**config.mk**
```make
export PLATFORM = sky130hd
export DESIGN_NAME = prio_vec_intc
export DESIGN_NICKNAME = d
export VERILOG_FILES = /design/src/rtl/pvi_pkg.sv /design/src/rtl/pvi_src_cell.sv /design/src/rtl/pvi_arbiter.sv /design/src/rtl/prio_vec_intc.sv
export SDC_FILE = /design/constraint.sdc
export NUM_CORES = 1
export LEC_CHECK = 0
export BUFFER_PORTS_ARGS = -buffer_cell sky130_fd_sc_hd__buf_2
export CORE_MARGIN = 2
export CORE_UTILIZATION = 45
export CTS_CLUSTER_DIAMETER = 80
export DETAILED_ROUTE_END_ITERATION = 6
export PLACE_DENSITY = 0.67
export SLEW_MARGIN = 20
export SYNTH_ARGS = -nofsm -noshare
export SYNTH_HDL_FRONTEND = slang
export SYNTH_SLANG_ARGS = --single-unit
```
**constraint.sdc**
```tcl
create_clock -name clk -period 57.6 [get_ports clk]
set_clock_uncertainty 0.05 [all_clocks]
set_input_delay 5.76 -clock clk [delete_from_list [all_inputs] [get_ports clk]]
set_output_delay 5.76 -clock clk [all_outputs]
set_load 0.005 [all_outputs]
```
**src/rtl/pvi_pkg.sv**
```systemverilog
package pvi_pkg;

    typedef enum logic [1:0] {
        TRIG_LOW  = 2'd0,
        TRIG_HIGH = 2'd1,
        TRIG_FALL = 2'd2,
        TRIG_RISE = 2'd3
    } trig_e;

    localparam int PRIO_W = 3;

    typedef struct packed {
        trig_e              trig;
        logic [PRIO_W-1:0]  prio;
    } src_cfg_t;

    localparam int OFF_RAW   = 'h100;
    localparam int OFF_ACT   = 'h104;
    localparam int OFF_MSKD  = 'h108;
    localparam int OFF_PENC  = 'h10C;
    localparam int OFF_SNUM  = 'h110;
    localparam int OFF_MASK  = 'h114;
    localparam int OFF_OUT   = 'h118;
    localparam int OFF_MEN   = 'h120;
    localparam int OFF_MDIS  = 'h124;
    localparam int OFF_SSET  = 'h128;
    localparam int OFF_SCLR  = 'h12C;
    localparam int OFF_EOS   = 'h130;

    function automatic logic is_level(trig_e t);
        return (t == TRIG_LOW) || (t == TRIG_HIGH);
    endfunction

endpackage

```
**src/rtl/pvi_src_cell.sv**
```systemverilog
module pvi_src_cell
    import pvi_pkg::*;
(
    input  logic  clk,
    input  logic  rst,
    input  logic  src,
    input  trig_e trig,
    input  logic  soft_set,
    input  logic  soft_clr,
    input  logic  ack,
    output logic  pend
);
    logic prev_q, edge_q, soft_q;
    logic edge_hit;

    always_comb begin
        unique case (trig)
            TRIG_RISE: edge_hit = src && !prev_q;
            TRIG_FALL: edge_hit = !src && prev_q;
            default:   edge_hit = 1'b0;
        endcase
    end

    always_ff @(posedge clk) begin
        if (rst) begin
            prev_q <= 1'b0;
            edge_q <= 1'b0;
            soft_q <= 1'b0;
        end else begin
            prev_q <= src;
            if (edge_hit)
                edge_q <= 1'b1;
            else if (ack || soft_clr)
                edge_q <= 1'b0;
            if (soft_set)
                soft_q <= 1'b1;
            else if (ack || soft_clr)
                soft_q <= 1'b0;
        end
    end

    always_comb begin
        if (is_level(trig))
            pend = ((trig == TRIG_HIGH) ? src : !src) || soft_q;
        else
            pend = edge_q || soft_q;
    end

    // the selected edge latches pending on the following cycle
    a_r4_edge_latch: assert property (@(posedge clk) disable iff (rst)
        (trig == TRIG_RISE && src && !prev_q) |=> edge_q);

    // soft set always leaves the soft bit on
    a_r10_soft_set: assert property (@(posedge clk) disable iff (rst)
        soft_set |=> soft_q);

endmodule

```
**src/rtl/pvi_arbiter.sv**
```systemverilog
module pvi_arbiter
    import pvi_pkg::*;
#(
    parameter int NSRC = 32,
    localparam int IW = $clog2(NSRC)
) (
    input  logic [NSRC-1:0]   req,
    input  logic [PRIO_W-1:0] prio [NSRC],
    output logic              any,
    output logic [IW-1:0]     win
);
    logic [PRIO_W-1:0] best;

    always_comb begin
        any  = 1'b0;
        win  = '0;
        best = '0;
        for (int i = NSRC - 1; i >= 0; i--) begin
            if (req[i] && (!any || prio[i] >= best)) begin
                any  = 1'b1;
                win  = IW'(i);
                best = prio[i];
            end
        end
    end

    // the chosen source is always one that requests
    always_comb begin
        if (any)
            a_r7_win_requests: assert (req[win]);
        else
            a_r7_idle_empty: assert (req == '0);
    end

endmodule

```
**src/rtl/prio_vec_intc.sv**
```systemverilog
module prio_vec_intc
    import pvi_pkg::*;
#(
    parameter int NSRC = 32,
    parameter int AW   = 9,
    parameter int DW   = 32
) (
    input  logic            clk,
    input  logic            rst,
    input  logic [NSRC-1:0] src_in,
    input  logic [AW-1:0]   bus_addr,
    input  logic            bus_wr,
    input  logic            bus_rd,
    input  logic [DW-1:0]   bus_wdata,
    output logic [DW-1:0]   bus_rdata,
    output logic            irq_n
);
    localparam int IW = $clog2(NSRC);
    localparam logic [AW-1:0] A_CFG_END = AW'(NSRC * 4);

    src_cfg_t          cfg_q [NSRC];
    logic [PRIO_W-1:0] prio_v [NSRC];
    logic [NSRC-1:0]   mask_q, pend, req;
    logic              in_service_q, irq_q;
    logic [IW-1:0]     cur_q, win;
    logic              any;

    logic              cfg_hit;
    logic [IW-1:0]     cfg_idx;
    logic              wr_men, wr_mdis, wr_sset, wr_sclr, wr_eos, ack_fire;
    logic [NSRC-1:0]   wd_src;

    assign cfg_hit  = (bus_addr < A_CFG_END) && (bus_addr[1:0] == 2'b00);
    assign cfg_idx  = bus_addr[IW+1:2];
    assign wd_src   = bus_wdata[NSRC-1:0];
    assign wr_men   = bus_wr && (bus_addr == AW'(OFF_MEN));
    assign wr_mdis  = bus_wr && (bus_addr == AW'(OFF_MDIS));
    assign wr_sset  = bus_wr && (bus_addr == AW'(OFF_SSET));
    assign wr_sclr  = bus_wr && (bus_addr == AW'(OFF_SCLR));
    assign wr_eos   = bus_wr && (bus_addr == AW'(OFF_EOS));
    assign ack_fire = bus_rd && (bus_addr == AW'(OFF_PENC)) && any && !in_service_q;

    generate
        for (genvar i = 0; i < NSRC; i++) begin : g_src
            assign prio_v[i] = cfg_q[i].prio;
            pvi_src_cell u_cell (
                .clk      (clk),
                .rst      (rst),
                .src      (src_in[i]),
                .trig     (cfg_q[i].trig),
                .soft_set (wr_sset && wd_src[i]),
                .soft_clr (wr_sclr && wd_src[i]),
                .ack      (ack_fire && (win == IW'(i))),
                .pend     (pend[i])
            );
        end
    endgenerate

    assign req = pend & mask_q;

    pvi_arbiter #(.NSRC(NSRC)) u_arb (
        .req  (req),
        .prio (prio_v),
        .any  (any),
        .win  (win)
    );

    always_ff @(posedge clk) begin
        if (rst) begin
            for (int i = 0; i < NSRC; i++)
                cfg_q[i] <= '{trig: TRIG_LOW, prio: '0};
            mask_q       <= '0;
            in_service_q <= 1'b0;
            cur_q        <= '0;
            irq_q        <= 1'b0;
        end else begin
            if (bus_wr && cfg_hit)
                cfg_q[cfg_idx] <= '{trig: trig_e'(bus_wdata[7:6]), prio: bus_wdata[PRIO_W-1:0]};
            if (wr_men)
                mask_q <= mask_q | wd_src;
            else if (wr_mdis)
                mask_q <= mask_q & ~wd_src;
            if (ack_fire) begin
                in_service_q <= 1'b1;
                cur_q        <= win;
            end else if (wr_eos) begin
                in_service_q <= 1'b0;
            end
            irq_q <= any && !in_service_q && !ack_fire;
        end
    end

    assign irq_n = !irq_q;

    always_comb begin
        bus_rdata = '0;
        if (cfg_hit) begin
            bus_rdata[7:6]        = cfg_q[cfg_idx].trig;
            bus_rdata[PRIO_W-1:0] = cfg_q[cfg_idx].prio;
        end else begin
            unique case (int'(bus_addr))
                OFF_RAW:  bus_rdata[NSRC-1:0] = src_in;
                OFF_ACT:  bus_rdata[NSRC-1:0] = pend;
                OFF_MSKD: bus_rdata[NSRC-1:0] = req;
                OFF_PENC: bus_rdata           = any ? DW'({win, 2'b00}) : '0;
                OFF_SNUM: bus_rdata           = DW'(cur_q);
                OFF_MASK: bus_rdata[NSRC-1:0] = mask_q;
                OFF_OUT:  bus_rdata[0]        = irq_q;
                default:  bus_rdata           = '0;
            endcase
        end
    end

    // no request while a source is in service
    a_r8_quiet_in_service: assert property (@(posedge clk) disable iff (rst)
        in_service_q |-> irq_n);

    // enable command leaves every named bit set
    a_r5_mask_set: assert property (@(posedge clk) disable iff (rst)
        wr_men |=> ((mask_q & $past(wd_src)) == $past(wd_src)));

    // disable command leaves every named bit clear
    a_r5_mask_clr: assert property (@(posedge clk) disable iff (rst)
        wr_mdis |=> ((mask_q & $past(wd_src)) == '0));

    // a request only follows a cycle with an eligible source
    a_r6_req_has_cause: assert property (@(posedge clk) disable iff (rst)
        $fell(irq_n) |-> ($past(any) && !$past(in_service_q)));

    // end-of-service without acknowledge closes service
    a_r9_eos_closes: assert property (@(posedge clk) disable iff (rst)
        (wr_eos && !ack_fire) |=> !in_service_q);

endmodule

```
==> flow_summary.ini <==
[critical_path]
slowest_delay_ns = 0.48
path_class = in2out
worstPathRequired_ns = 51.79
crit_top_cell = ha_1
start_kind = input pin
r2r-end = g_src[7].u_cell.edge_q$_SDFFE_PP0P_
crit_start = src_in[31]
reg2reg_slack_ns = 12.37
cp-end-kind = primary output
slowest_stage = o211ai_1
critical_path_arrival_ns = 49.38
timing.rr.start = cfg_q[31][4]$_SDFFCE_PN0P_
endpoint = bus_rdata[4]
cp_max_fo = 9
reg2reg_depth = 214

[worst_hold_path]
hold_path_depth = 1
min_path_type = reg2reg
worstHoldStart = g_src[2].u_cell.edge_q$_SDFFE_PP0P_

[clocking]
cts_buffers = 37
htreeDepth = 2
tritoncts = done
clock_latency_ns = 0.56
clock_path_buffers = 3
clock_sinks = 295
cts-root-buf = clkbuf_16
path_clk_slew_ns = 0.05

[floorplan]
dieArea_um2 = 46200
core_area_um2 = 44030
fp-row-count = 77
initial_core_util = 0.4548
ios = 110
die_width_um = 215.0
die_h_um = 215.0

[timing]
relSlewSlack = 0.1618
finalMaxSlewViolations = 0
fin_hold_ws_ns = 0.3970
finalHoldViolations = 0
worst_pin_slew_ns = 1.226
fmax_ghz = 0.01812
worst_slack_ns = 2.412
finalCriticalPeriod_ns = 55.19
setup_violations = 0
finalCritPeriodShare = 0.9581

[yosys]
yosysTopAreaCell = edfxtp_1
ys_seq_elements = 295
syn-cell-area_um2 = 20030
synth-edff-count = 160
yosysUniqueCellTypes = 97
synth.avg_cell_area_um2 = 8.936
yosysSeqAreaShare = 0.3749
yosysTopAreaCellShare = 0.2399
ys_warn_count = 0
synthArstFlopShare = 0
synth_fp_nets = 2387
synthTopCellsByCount = 271 x nand2_1, 201 x nor2_1, 162 x and2_1, 160 x edfxtp_1, 136 x o21ai_0
post-synth-top-count-cell = nand2_1
ys.flop_type = edfxtp_1
postSynthCellCount = 2241
synth_area_leaders = edfxtp_1 24%, dfxtp_1 13%, mux4_2 5.6%

[finish]
nets = 2482
final_area_um2 = 22910
drive_gt1_frac = 0.1678
syn2layout_area_growth_pct = 14.43
final_cells = 2954
fill_cells = 4067

[placement]
gp_congestion = 0.9708
place_area_um2 = 21200
portBuffers = 109
post-place-ws_ns = -0.4840
dp.cells = 2870
hpwl_mm = 51.82

[global_routing]
grt_overflow = 0
grt_pass1_vias = 17590
grt_use_met1 = 0.4133
grtUsageTotal = 0.3074
grt_use_met2 = 0.4864
grt_busiest_layer = met2
grt_max_degree = 53
grt_pass1_wl_mm = 107.6
antenna_found_initial = 4
met3_usage = 0.05025

[drt]
drc = 0
drtIter0Drc = 2156
wl_per_cell_um = 24.68
vias = 18630
wirelength_mm = 72.91
ant_nets = 0
viasPerCell = 6.306
firstDrtPassIters = 6

[pwr]
vdd_ir_drop_max_mv = 0.02208
leakage_nw = 9.062
power_w = 0.0005194
power.density_nw_per_um2 = 22.67

[run_status]
status = complete, no violations

[job]
maxCapViolations = 0
-- worst min path at each step --
| stage | end | slack, ns |
|---|---|---|
| finish | g_src[2].u_cell.edge_q$_SDFFE_PP0P_ | 0.40 |
| global route | g_src[2].u_cell.edge_q$_SDFFE_PP0P_ | 0.42 |
| CTS | g_src[2].u_cell.edge_q$_SDFFE_PP0P_ | 0.40 |
| detailed placement | g_src[2].u_cell.edge_q$_SDFFE_PP0P_ | 0.39 |
| global placement | g_src[20].u_cell.edge_q$_SDFFE_PP0P_ | 0.38 |
| floorplan | g_src[20].u_cell.edge_q$_SDFFE_PP0P_ | 0.38 |
-- power breakdown --
group | total, W | switching, W | internal, W
combinational | 0.0000482 | 0.0000298 | 0.0000184
clock | 0.000231 | 0.0000933 | 0.000138
sequential | 0.000240 | 0.00000954 | 0.000230
-- area by class of cell --
type                       count  area, um2  share of cell area
clock inverter                14      137.6            0.006006
clock buffer                  49       1055             0.04603
timing repair buffer         159      933.4             0.04073
sequential                   295       7507              0.3276
multi-input combinational   1749      12180              0.5316
tap                          592      740.7             0.03232
inverter                      94      354.1             0.01545
antenna                        2      5.005           0.0002184
-- critical path, delay by kind of cell --
family,cells,cell delay (ns)
simple gates,67,10.66
buf+inv,11,1.39
fa+ha+maj,32,9.12
xor+xnor,1,0.15
mux,8,2.87
compound gates,95,19.36
-- stage by stage --
| step | utilization | setup TNS, ns |
|---|---|---|
| 3_5_place_dp | 0.4816 | -1.350 |
| 3_3_place_gp | 0.4816 | 0 |
| 5_1_grt | 0.5204 | -0.9574 |
| 4_1_cts | 0.5094 | 0 |
| 6_report | 0.5204 | 0 |
| 2_1_floorplan | - | 0 |
-- layout by cell type (no fill, tap or decap), drive strengths merged, types with 69 or more instances in the layout --
master	synthesis	layout
a21oi	114	114
and2	162	162
edfxtp	160	160
ha	69	69
buf	10	159
nand2	271	271
nor2	202	202
dfxtp	135	135
o21ai	155	155
inv	94	96
-- what timing repair did --
item,CTS,global route
hold buffers,0,0
pin swaps,1,20
gates resized for setup,9,73
gates cloned,0,0
buffers inserted,0,18
endpoints found under the setup margin,5,5
-- metal layers --
| metal | up-vias | part of all wire |
|---|---|---|
| met4 | 4 | 0.044 |
| li1 | 8492 | - |
| met3 | 181 | 0.094 |
| met2 | 894 | 0.45 |
| met1 | 9056 | 0.41 |
| met5 | - | 0.00036 |
-- cells by family after synthesis --
logic type      Yosys count  synth area share
simple gates            963            0.2422
compound gates          607            0.2176
flops                   295            0.3749
buf+inv                 197           0.03736
mux                      76           0.06992
fa+ha+maj                71           0.04411
xor+xnor                 32           0.01400
(Power assumes the default switching activity.)
